### src/rtl/adc_seq_pkg.sv
package adc_seq_pkg;

   typedef enum logic [3:0] {
      ST_IDLE,
      ST_WAKE_LO,
      ST_ACQ,
      ST_CONV_LO,
      ST_CONV_WAIT,
      ST_RD_SETUP,
      ST_RD_HI,
      ST_RD_LO,
      ST_DONE
   } seq_state_t;

   function automatic int max_of(input int a, input int b);
      return (a > b) ? a : b;
   endfunction

endpackage

### src/rtl/adc_seq_sync.sv
module adc_seq_sync #(
   parameter int        WIDTH   = 1,
   parameter int        STAGES  = 2,
   parameter logic      RST_VAL = 1'b0
) (
   input  logic             clk,
   input  logic             rst_n,
   input  logic [WIDTH-1:0] d_i,
   output logic [WIDTH-1:0] q_o
);

   if (STAGES < 2) begin : g_bad_stages
      $error("adc_seq_sync: STAGES must be at least 2");
   end

   logic [WIDTH-1:0] stage_q [STAGES];

   for (genvar s = 0; s < STAGES; s++) begin : g_stage
      always_ff @(posedge clk or negedge rst_n) begin
         if (!rst_n) begin
            stage_q[s] <= {WIDTH{RST_VAL}};
         end else begin
            if (s == 0) begin
               stage_q[s] <= d_i;
            end else begin
               stage_q[s] <= stage_q[(s == 0) ? 0 : s-1];
            end
         end
      end
   end

   assign q_o = stage_q[STAGES-1];

endmodule

### src/rtl/adc_seq_timer.sv
module adc_seq_timer #(
   parameter int TW = 8
) (
   input  logic          clk,
   input  logic          rst_n,
   input  logic          load_i,
   input  logic [TW-1:0] load_val_i,
   output logic          expired_o
);

   logic [TW-1:0] cnt_q;

   always_ff @(posedge clk or negedge rst_n) begin
      if (!rst_n) begin
         cnt_q <= '0;
      end else if (load_i) begin
         cnt_q <= load_val_i;
      end else if (cnt_q != '0) begin
         cnt_q <= cnt_q - 1'b1;
      end
   end

   assign expired_o = (cnt_q == '0);

endmodule

### src/rtl/adc_seq_pack.sv
module adc_seq_pack #(
   parameter int BUS_W = 8,
   parameter int RES_W = 14,
   parameter int OUT_W = 16
) (
   input  logic             clk,
   input  logic             rst_n,
   input  logic             cap_hi_i,
   input  logic             cap_lo_i,
   input  logic [BUS_W-1:0] bus_i,
   output logic [OUT_W-1:0] word_o
);

   localparam int HI_W  = RES_W - BUS_W;
   localparam int PAD_W = OUT_W - RES_W;

   if (HI_W < 1 || HI_W > BUS_W) begin : g_bad_split
      $error("adc_seq_pack: RES_W must lie in (BUS_W, 2*BUS_W]");
   end

   logic [HI_W-1:0]  hi_q;
   logic [BUS_W-1:0] lo_q;

   always_ff @(posedge clk or negedge rst_n) begin
      if (!rst_n) begin
         hi_q <= '0;
         lo_q <= '0;
      end else begin
         if (cap_hi_i) hi_q <= bus_i[HI_W-1:0];
         if (cap_lo_i) lo_q <= bus_i;
      end
   end

   if (PAD_W > 0) begin : g_pad
      assign word_o = {{PAD_W{1'b0}}, hi_q, lo_q};
   end else begin : g_nopad
      assign word_o = {hi_q, lo_q};
   end

endmodule

### src/rtl/adc_host_seq.sv
module adc_host_seq
   import adc_seq_pkg::*;
#(
   parameter int CLK_HZ      = 50_000_000,
   parameter int BUS_W       = 8,
   parameter int RES_W       = 14,
   parameter int OUT_W       = 16,
   parameter int SYNC_STAGES = 2,
   parameter int WAKE_CYC    = (CLK_HZ / 1000) * 12,
   parameter int ACQ_CYC     = (CLK_HZ / 1_000_000) * 2,
   parameter int CSL_CYC     = CLK_HZ / 20_000_000 + 1,
   parameter int CSH_CYC     = CLK_HZ / 20_000_000 + 1,
   parameter int DV_CYC      = CLK_HZ / 10_000_000 + 1,
   parameter int EOC_TMO_CYC = (CLK_HZ / 1_000_000) * 6
) (
   input  logic             clk,
   input  logic             rst_n,
   input  logic             start_i,
   input  logic             shutdown_i,
   input  logic             eoc_n_i,
   input  logic [BUS_W-1:0] data_i,
   output logic             cs_n_o,
   output logic             rc_o,
   output logic             hben_o,
   output logic             busy_o,
   output logic             valid_o,
   output logic             err_o,
   output logic [OUT_W-1:0] result_o
);

   localparam int RD_CYC = DV_CYC + SYNC_STAGES;
   localparam int MAXC   = max_of(max_of(max_of(WAKE_CYC, ACQ_CYC), max_of(CSL_CYC, CSH_CYC)),
                                  max_of(RD_CYC, EOC_TMO_CYC));
   localparam int TW     = $clog2(MAXC + 1);

   localparam logic [TW-1:0] L_CSL  = TW'(CSL_CYC - 1);
   localparam logic [TW-1:0] L_CSH  = TW'(CSH_CYC - 1);
   localparam logic [TW-1:0] L_ACQ  = TW'(ACQ_CYC - 1);
   localparam logic [TW-1:0] L_WAKE = TW'(WAKE_CYC - 1);
   localparam logic [TW-1:0] L_RD   = TW'(RD_CYC - 1);
   localparam logic [TW-1:0] L_TMO  = TW'(EOC_TMO_CYC - 1);

   if (CSL_CYC < 1 || CSH_CYC < 1 || ACQ_CYC < 1 || DV_CYC < 1) begin : g_bad_timing
      $error("adc_host_seq: timing parameters must be at least one cycle");
   end
   if (ACQ_CYC < CSH_CYC || WAKE_CYC < ACQ_CYC) begin : g_bad_gap
      $error("adc_host_seq: WAKE_CYC >= ACQ_CYC >= CSH_CYC required");
   end
   if (2 * RD_CYC < CSL_CYC) begin : g_bad_read
      $error("adc_host_seq: read phase shorter than chip-select low width");
   end
   if (OUT_W < RES_W) begin : g_bad_out
      $error("adc_host_seq: OUT_W must hold RES_W bits");
   end

   // input synchronizers
   logic             eoc_n_s;
   logic [BUS_W-1:0] data_s;

   adc_seq_sync #(.WIDTH(1), .STAGES(SYNC_STAGES), .RST_VAL(1'b1)) i_sync_eoc (
      .clk   (clk),
      .rst_n (rst_n),
      .d_i   (eoc_n_i),
      .q_o   (eoc_n_s)
   );

   adc_seq_sync #(.WIDTH(BUS_W), .STAGES(SYNC_STAGES), .RST_VAL(1'b0)) i_sync_bus (
      .clk   (clk),
      .rst_n (rst_n),
      .d_i   (data_i),
      .q_o   (data_s)
   );

   // shared phase timer
   logic          t_load;
   logic [TW-1:0] t_val;
   logic          t_exp;

   adc_seq_timer #(.TW(TW)) i_timer (
      .clk        (clk),
      .rst_n      (rst_n),
      .load_i     (t_load),
      .load_val_i (t_val),
      .expired_o  (t_exp)
   );

   // sequencer
   seq_state_t state_q, state_d;
   logic       mode_q;
   logic       asleep_q;
   logic       err_q;
   logic       cap_hi, cap_lo;
   logic       tmo_hit;
   logic       accept;

   assign accept  = (state_q == ST_IDLE) && start_i;
   assign tmo_hit = (state_q == ST_CONV_WAIT) && eoc_n_s && t_exp;

   always_comb begin
      state_d = state_q;
      t_load  = 1'b0;
      t_val   = '0;
      cap_hi  = 1'b0;
      cap_lo  = 1'b0;
      unique case (state_q)
         ST_IDLE: begin
            if (start_i) begin
               state_d = ST_WAKE_LO;
               t_load  = 1'b1;
               t_val   = L_CSL;
            end
         end
         ST_WAKE_LO: begin
            if (t_exp) begin
               state_d = ST_ACQ;
               t_load  = 1'b1;
               t_val   = asleep_q ? L_WAKE : L_ACQ;
            end
         end
         ST_ACQ: begin
            if (t_exp) begin
               state_d = ST_CONV_LO;
               t_load  = 1'b1;
               t_val   = L_CSL;
            end
         end
         ST_CONV_LO: begin
            if (t_exp) begin
               state_d = ST_CONV_WAIT;
               t_load  = 1'b1;
               t_val   = L_TMO;
            end
         end
         ST_CONV_WAIT: begin
            if (!eoc_n_s) begin
               state_d = ST_RD_SETUP;
               t_load  = 1'b1;
               t_val   = L_CSH;
            end else if (t_exp) begin
               state_d = ST_IDLE;
            end
         end
         ST_RD_SETUP: begin
            if (t_exp) begin
               state_d = ST_RD_HI;
               t_load  = 1'b1;
               t_val   = L_RD;
            end
         end
         ST_RD_HI: begin
            if (t_exp) begin
               cap_hi  = 1'b1;
               state_d = ST_RD_LO;
               t_load  = 1'b1;
               t_val   = L_RD;
            end
         end
         ST_RD_LO: begin
            if (t_exp) begin
               cap_lo  = 1'b1;
               state_d = ST_DONE;
            end
         end
         ST_DONE: begin
            state_d = ST_IDLE;
         end
         default: begin
            state_d = ST_IDLE;
         end
      endcase
   end

   always_ff @(posedge clk or negedge rst_n) begin
      if (!rst_n) begin
         state_q  <= ST_IDLE;
         mode_q   <= 1'b0;
         asleep_q <= 1'b1;
         err_q    <= 1'b0;
      end else begin
         state_q <= state_d;
         if (accept) begin
            mode_q <= shutdown_i;
            err_q  <= 1'b0;
         end
         if (state_q == ST_CONV_LO && t_exp) begin
            asleep_q <= mode_q;
         end
         if (tmo_hit) begin
            err_q    <= 1'b1;
            asleep_q <= 1'b1;
         end
      end
   end

   // registered pin outputs, decoded from the next state
   logic cs_n_q, rc_q, hben_q, busy_q, valid_q;

   always_ff @(posedge clk or negedge rst_n) begin
      if (!rst_n) begin
         cs_n_q  <= 1'b1;
         rc_q    <= 1'b0;
         hben_q  <= 1'b0;
         busy_q  <= 1'b0;
         valid_q <= 1'b0;
      end else begin
         cs_n_q  <= !(state_d inside {ST_WAKE_LO, ST_CONV_LO, ST_RD_HI, ST_RD_LO});
         if (state_d inside {ST_RD_SETUP, ST_RD_HI, ST_RD_LO}) begin
            rc_q <= 1'b1;
         end else if (state_d inside {ST_CONV_LO, ST_CONV_WAIT}) begin
            rc_q <= mode_q;
         end else begin
            rc_q <= 1'b0;
         end
         hben_q  <= state_d inside {ST_RD_SETUP, ST_RD_HI};
         busy_q  <= (state_d != ST_IDLE);
         valid_q <= (state_d == ST_DONE);
      end
   end

   adc_seq_pack #(.BUS_W(BUS_W), .RES_W(RES_W), .OUT_W(OUT_W)) i_pack (
      .clk      (clk),
      .rst_n    (rst_n),
      .cap_hi_i (cap_hi),
      .cap_lo_i (cap_lo),
      .bus_i    (data_s),
      .word_o   (result_o)
   );

   assign cs_n_o  = cs_n_q;
   assign rc_o    = rc_q;
   assign hben_o  = hben_q;
   assign busy_o  = busy_q;
   assign valid_o = valid_q;
   assign err_o   = err_q;

endmodule

### config.mk
export PLATFORM = sky130hd
export DESIGN_NAME = adc_host_seq
export DESIGN_NICKNAME = d
export VERILOG_FILES = /design/src/rtl/adc_seq_pkg.sv /design/src/rtl/adc_seq_sync.sv /design/src/rtl/adc_seq_timer.sv /design/src/rtl/adc_seq_pack.sv /design/src/rtl/adc_host_seq.sv
export SDC_FILE = /design/constraint.sdc
export NUM_CORES = 1
export LEC_CHECK = 0
export ABC_AREA = 1
export CORE_UTILIZATION = 35
export CTS_CLUSTER_DIAMETER = 200
export CTS_CLUSTER_SIZE = 16
export DETAILED_ROUTE_END_ITERATION = 10
export GPL_TIMING_DRIVEN = 0
export RECOVER_POWER = 50
export SKIP_LAST_GASP = 1
export SYNTH_ARGS = -nofsm -noshare
export SYNTH_HDL_FRONTEND = slang
export SYNTH_SLANG_ARGS = --single-unit
### constraint.sdc
create_clock -name clk -period 4.2 [get_ports clk]
set_input_delay 0.63 -clock clk [delete_from_list [all_inputs] [get_ports clk]]
set_output_delay 0.63 -clock clk [all_outputs]
set_load 0.1 [all_outputs]
==> results.json <==
{
  "final_max_slew_viol_count": 0,
  "routed_wl_mm": 5.94,
  "avgSynthCellArea_um2": 9.00,
  "cts_max_path_buffers": 2,
  "cts.htree.levels": 3,
  "die_w_um": 94.4,
  "pwr_density_cell_mw_per_mm2": 343,
  "synth_cells": 332,
  "cts_tree": "done",
  "initial_core_util_pct": 36.2,
  "clock_latency_ps": 350,
  "drtIter0Drc": 88,
  "hold_buffers": 0,
  "crit_type": "reg -> out",
  "clkPwrFrac_pct": 47.8,
  "maxCapViolations": 0,
  "swShare_pct": 22.6,
  "num_rows": 33,
  "fin_nets": 391,
  "post-cts-setup-buffer-count": 0,
  "ant_nets": 0,
  "start_kind": "flip-flop",
  "dp_cells": 470,
  "synthTopCellsByArea": "dfrtp_1, nand2_1, inv_1",
  "slew-limit-headroom_pct": 32.6,
  "pwr-share-comb_pct": 2.5,
  "skew_ps": 7.24,
  "fmax_ghz": 0.381,
  "cell_internal_pwr_uw": 976,
  "critPathTopFamily": "buffers and inverters",
  "setup_viol": 0,
  "grt_pass1_wl_mm": 10.2,
  "ir_worst_vdd_uv": 223,
  "cts_buffers": 9,
  "drc": 0,
  "clkSinkCount": 64,
  "ys_ff_latch": 64,
  "yosys_warnings": 0,
  "grt-ovfl-total": 0,
  "p_seq_share_pct": 49.8,
  "place.gp.congestion": 0.874,
  "firstDrtPassIters": 4,
  "critPathSlowestCell": "clkdlybuf4s50_1",
  "switchingPower_uw": 285,
  "dp_hpwl_mm": 4.18,
  "outcome": "finished clean",
  "slowest_delay_ps": 1120,
  "ctsResizeCount": 0,
  "diodes": 0,
  "rsz0062_at_grt": "no",
  "yosysTopAreaCellShare_pct": 50.2,
  "critPathRequiredTime_ps": 3570,
  "crit_path_cell_trace": "clkdlybuf4s50_1",
  "finalCriticalPeriod_ps": 2620,
  "worst_pin_slew_ps": 1010,
  "io_buffer_count": 32,
  "finalCritPeriodShare_pct": 62.5,
  "fin_setup_tns_ps": 0,
  "hp-class": "reg -> reg",
  "synthToLayoutAreaGrowth_pct": 22.8,
  "wire_per_inst_um": 12.2,
  "timing.final.hold_violations": 0,
  "ios": 35,
  "dieArea_mm2": 0.00891,
  "route.vias.total": 2204,
  "power_leakage_nw": 1.81,
  "root_buffer": "clkbuf_8",
  "stdcell_count": 486,
  "first_global_vias": 2179,
  "grt_max_degree": 65,
  "grt_use_total_pct": 15.4,
  "design.core.area_mm2": 0.00826,
  "worst-path-buf-inv": 1,
  "end_kind": "output pin",
  "antenna_found_initial": 0,
  "synth_area_mm2": 0.00299,
  "ys_seq_area_share_pct": 53.7,
  "fp.dieH_um": 94.4,
  "drt-vias-per-instance": 4.53,
  "crit_arrival_ps": 1990,
  "clk_pin_slew_ps": 70,
  "drive_above_1_share_pct": 16.0,
  "yosysTopAreaCell": "dfrtp_1",
  "yosysUniqueCellTypes": 36,
  "cp_max_fo": 1
}
[registers in the layout, indices dropped and copies added, names as in the netlist]
signal / flops
rc_o: 1
asleep_q: 1
i_sync_eoc.q_o: 1
busy_o: 1
i_pack.lo_q: 8
hben_o: 1
state_q: 4
cs_n_o: 1
i_sync_eoc.stage_q: 1
i_timer.cnt_q: 20
valid_o: 1
i_pack.hi_q: 6
i_sync_bus.q_o: 8
err_o: 1
mode_q: 1
i_sync_bus.stage_q: 8
[cell families (layout without fill, tap and decap cells)]
kind of cell               count (synthesis)  in the layout  share of synthesized area, %
xor gates and xnor gates                  14             14                          4.10
other                                      1              2                         0.125
adders and majority gates                  2              2                         0.837
buffers and inverters                     52            100                          7.37
DFF                                       64             64                          53.7
and+or+nand+nor                          159            159                          26.6
AOI/OAI and AO/OA                         39             39                          6.87
muxes                                      1              1                         0.377
[area by class of cell]
type                    count  area, µm²
flip-flops and latches     64       1610
fillers                   818       4590
clock buffers               9        124
inverters                  45        169
multi-input cells         217       1170
plain buffers               7       51.3
well taps                 105        131
repair buffers             32        318
clock inverters             7        104
[final timing paths]
path	start	end	slack, ps	cells after the start
worst max register to register	i_timer.cnt_q[0]$_DFFE_PN0P_	i_timer.cnt_q[2]$_DFFE_PN0P_	2210	12
worst min-delay path	i_sync_bus.stage_q[8]$_DFF_PN0_	i_sync_bus.q_o[0]$_DFF_PN0_	350	0
max in group asynchronous	rst_n	i_timer.cnt_q[12]$_DFFE_PN0P_	3330	1
worst max-delay path	cs_n_o$_DFF_PN1_	cs_n_o	1580	1
worst min register to register	i_sync_bus.stage_q[8]$_DFF_PN0_	i_sync_bus.q_o[0]$_DFF_PN0_	350	0
min in group asynchronous	rst_n	i_timer.cnt_q[14]$_DFFE_PN0P_	370	1
[cell usage in the layout, fill, tap and decap left out, types with 2 or more instances in the layout]
cell type / instances
a21oi_1: 13
buf_2: 2
buf_4: 3
buf_6: 2
bufinv_16: 2
clkbuf_8: 9
clkdlybuf4s50_1: 22
clkinv_4: 3
conb_1: 2
dfrtp_1: 60
dfstp_2: 4
dlygate4sd3_1: 9
ha_1: 2
inv_1: 35
inv_2: 10
inv_6: 2
nand2_1: 76
nand2_2: 4
nand2_4: 2
nand3_1: 12
nand3_2: 3
nand4_1: 5
nor2_1: 34
nor2_2: 2
nor2_4: 6
nor2_8: 2
nor3_1: 6
nor3_2: 2
o21ai_0: 12
o21ai_1: 10
or2_1: 2
xnor2_1: 7
xor2_1: 7
[metal layers]
layer	vias up	track usage (%)	wire length (µm)
li1	1127	-	-
met1	1031	19.8	2830
met2	33	23.9	2790
met3	13	4.67	221
met4	0	6.54	99
met5	-	0	0
[through the flow]
step / utilization (%) / area (µm²) / hold slack [ps] / setup slack [ps] / total power, mW
after floorplan: - / 2990 / 331 / 2480 / 0.650
after global placement: 41.7 / 3440 / 332 / 322 / 0.674
final: 44.4 / 3670 / 346 / 1580 / 1.26
after CTS: 44.4 / 3670 / 342 / 1550 / 1.28
after detailed placement: 41.7 / 3440 / 335 / 1940 / 0.673
after global routing: 44.4 / 3670 / 348 / 1530 / 1.31
[cell usage after synthesis (all sizes together)]
library cell,count
a21oi,13
a22oi,1
a31oi,1
and3,1
buf,6
clkbuf,1
conb,1
dfrtp,60
dfstp,4
ha,2
inv,45
mux2,1
nand2,82
nand3,16
nand4,5
nor2,44
nor3,8
nor4,1
o211ai,1
o21ai,23
or2,2
xnor2,7
xor2,7
[power groups by stage]
stage	Clock [mW]	Sequential (mW)	Combinational, mW
after detailed placement	0	0.639	0.0340
final	0.602	0.627	0.0311
after global placement	0	0.639	0.0345
after CTS	0.622	0.627	0.0343
after global routing	0.650	0.628	0.0354
after floorplan	0	0.639	0.0107
No activity file was read; power rests on OpenSTA's default activity.
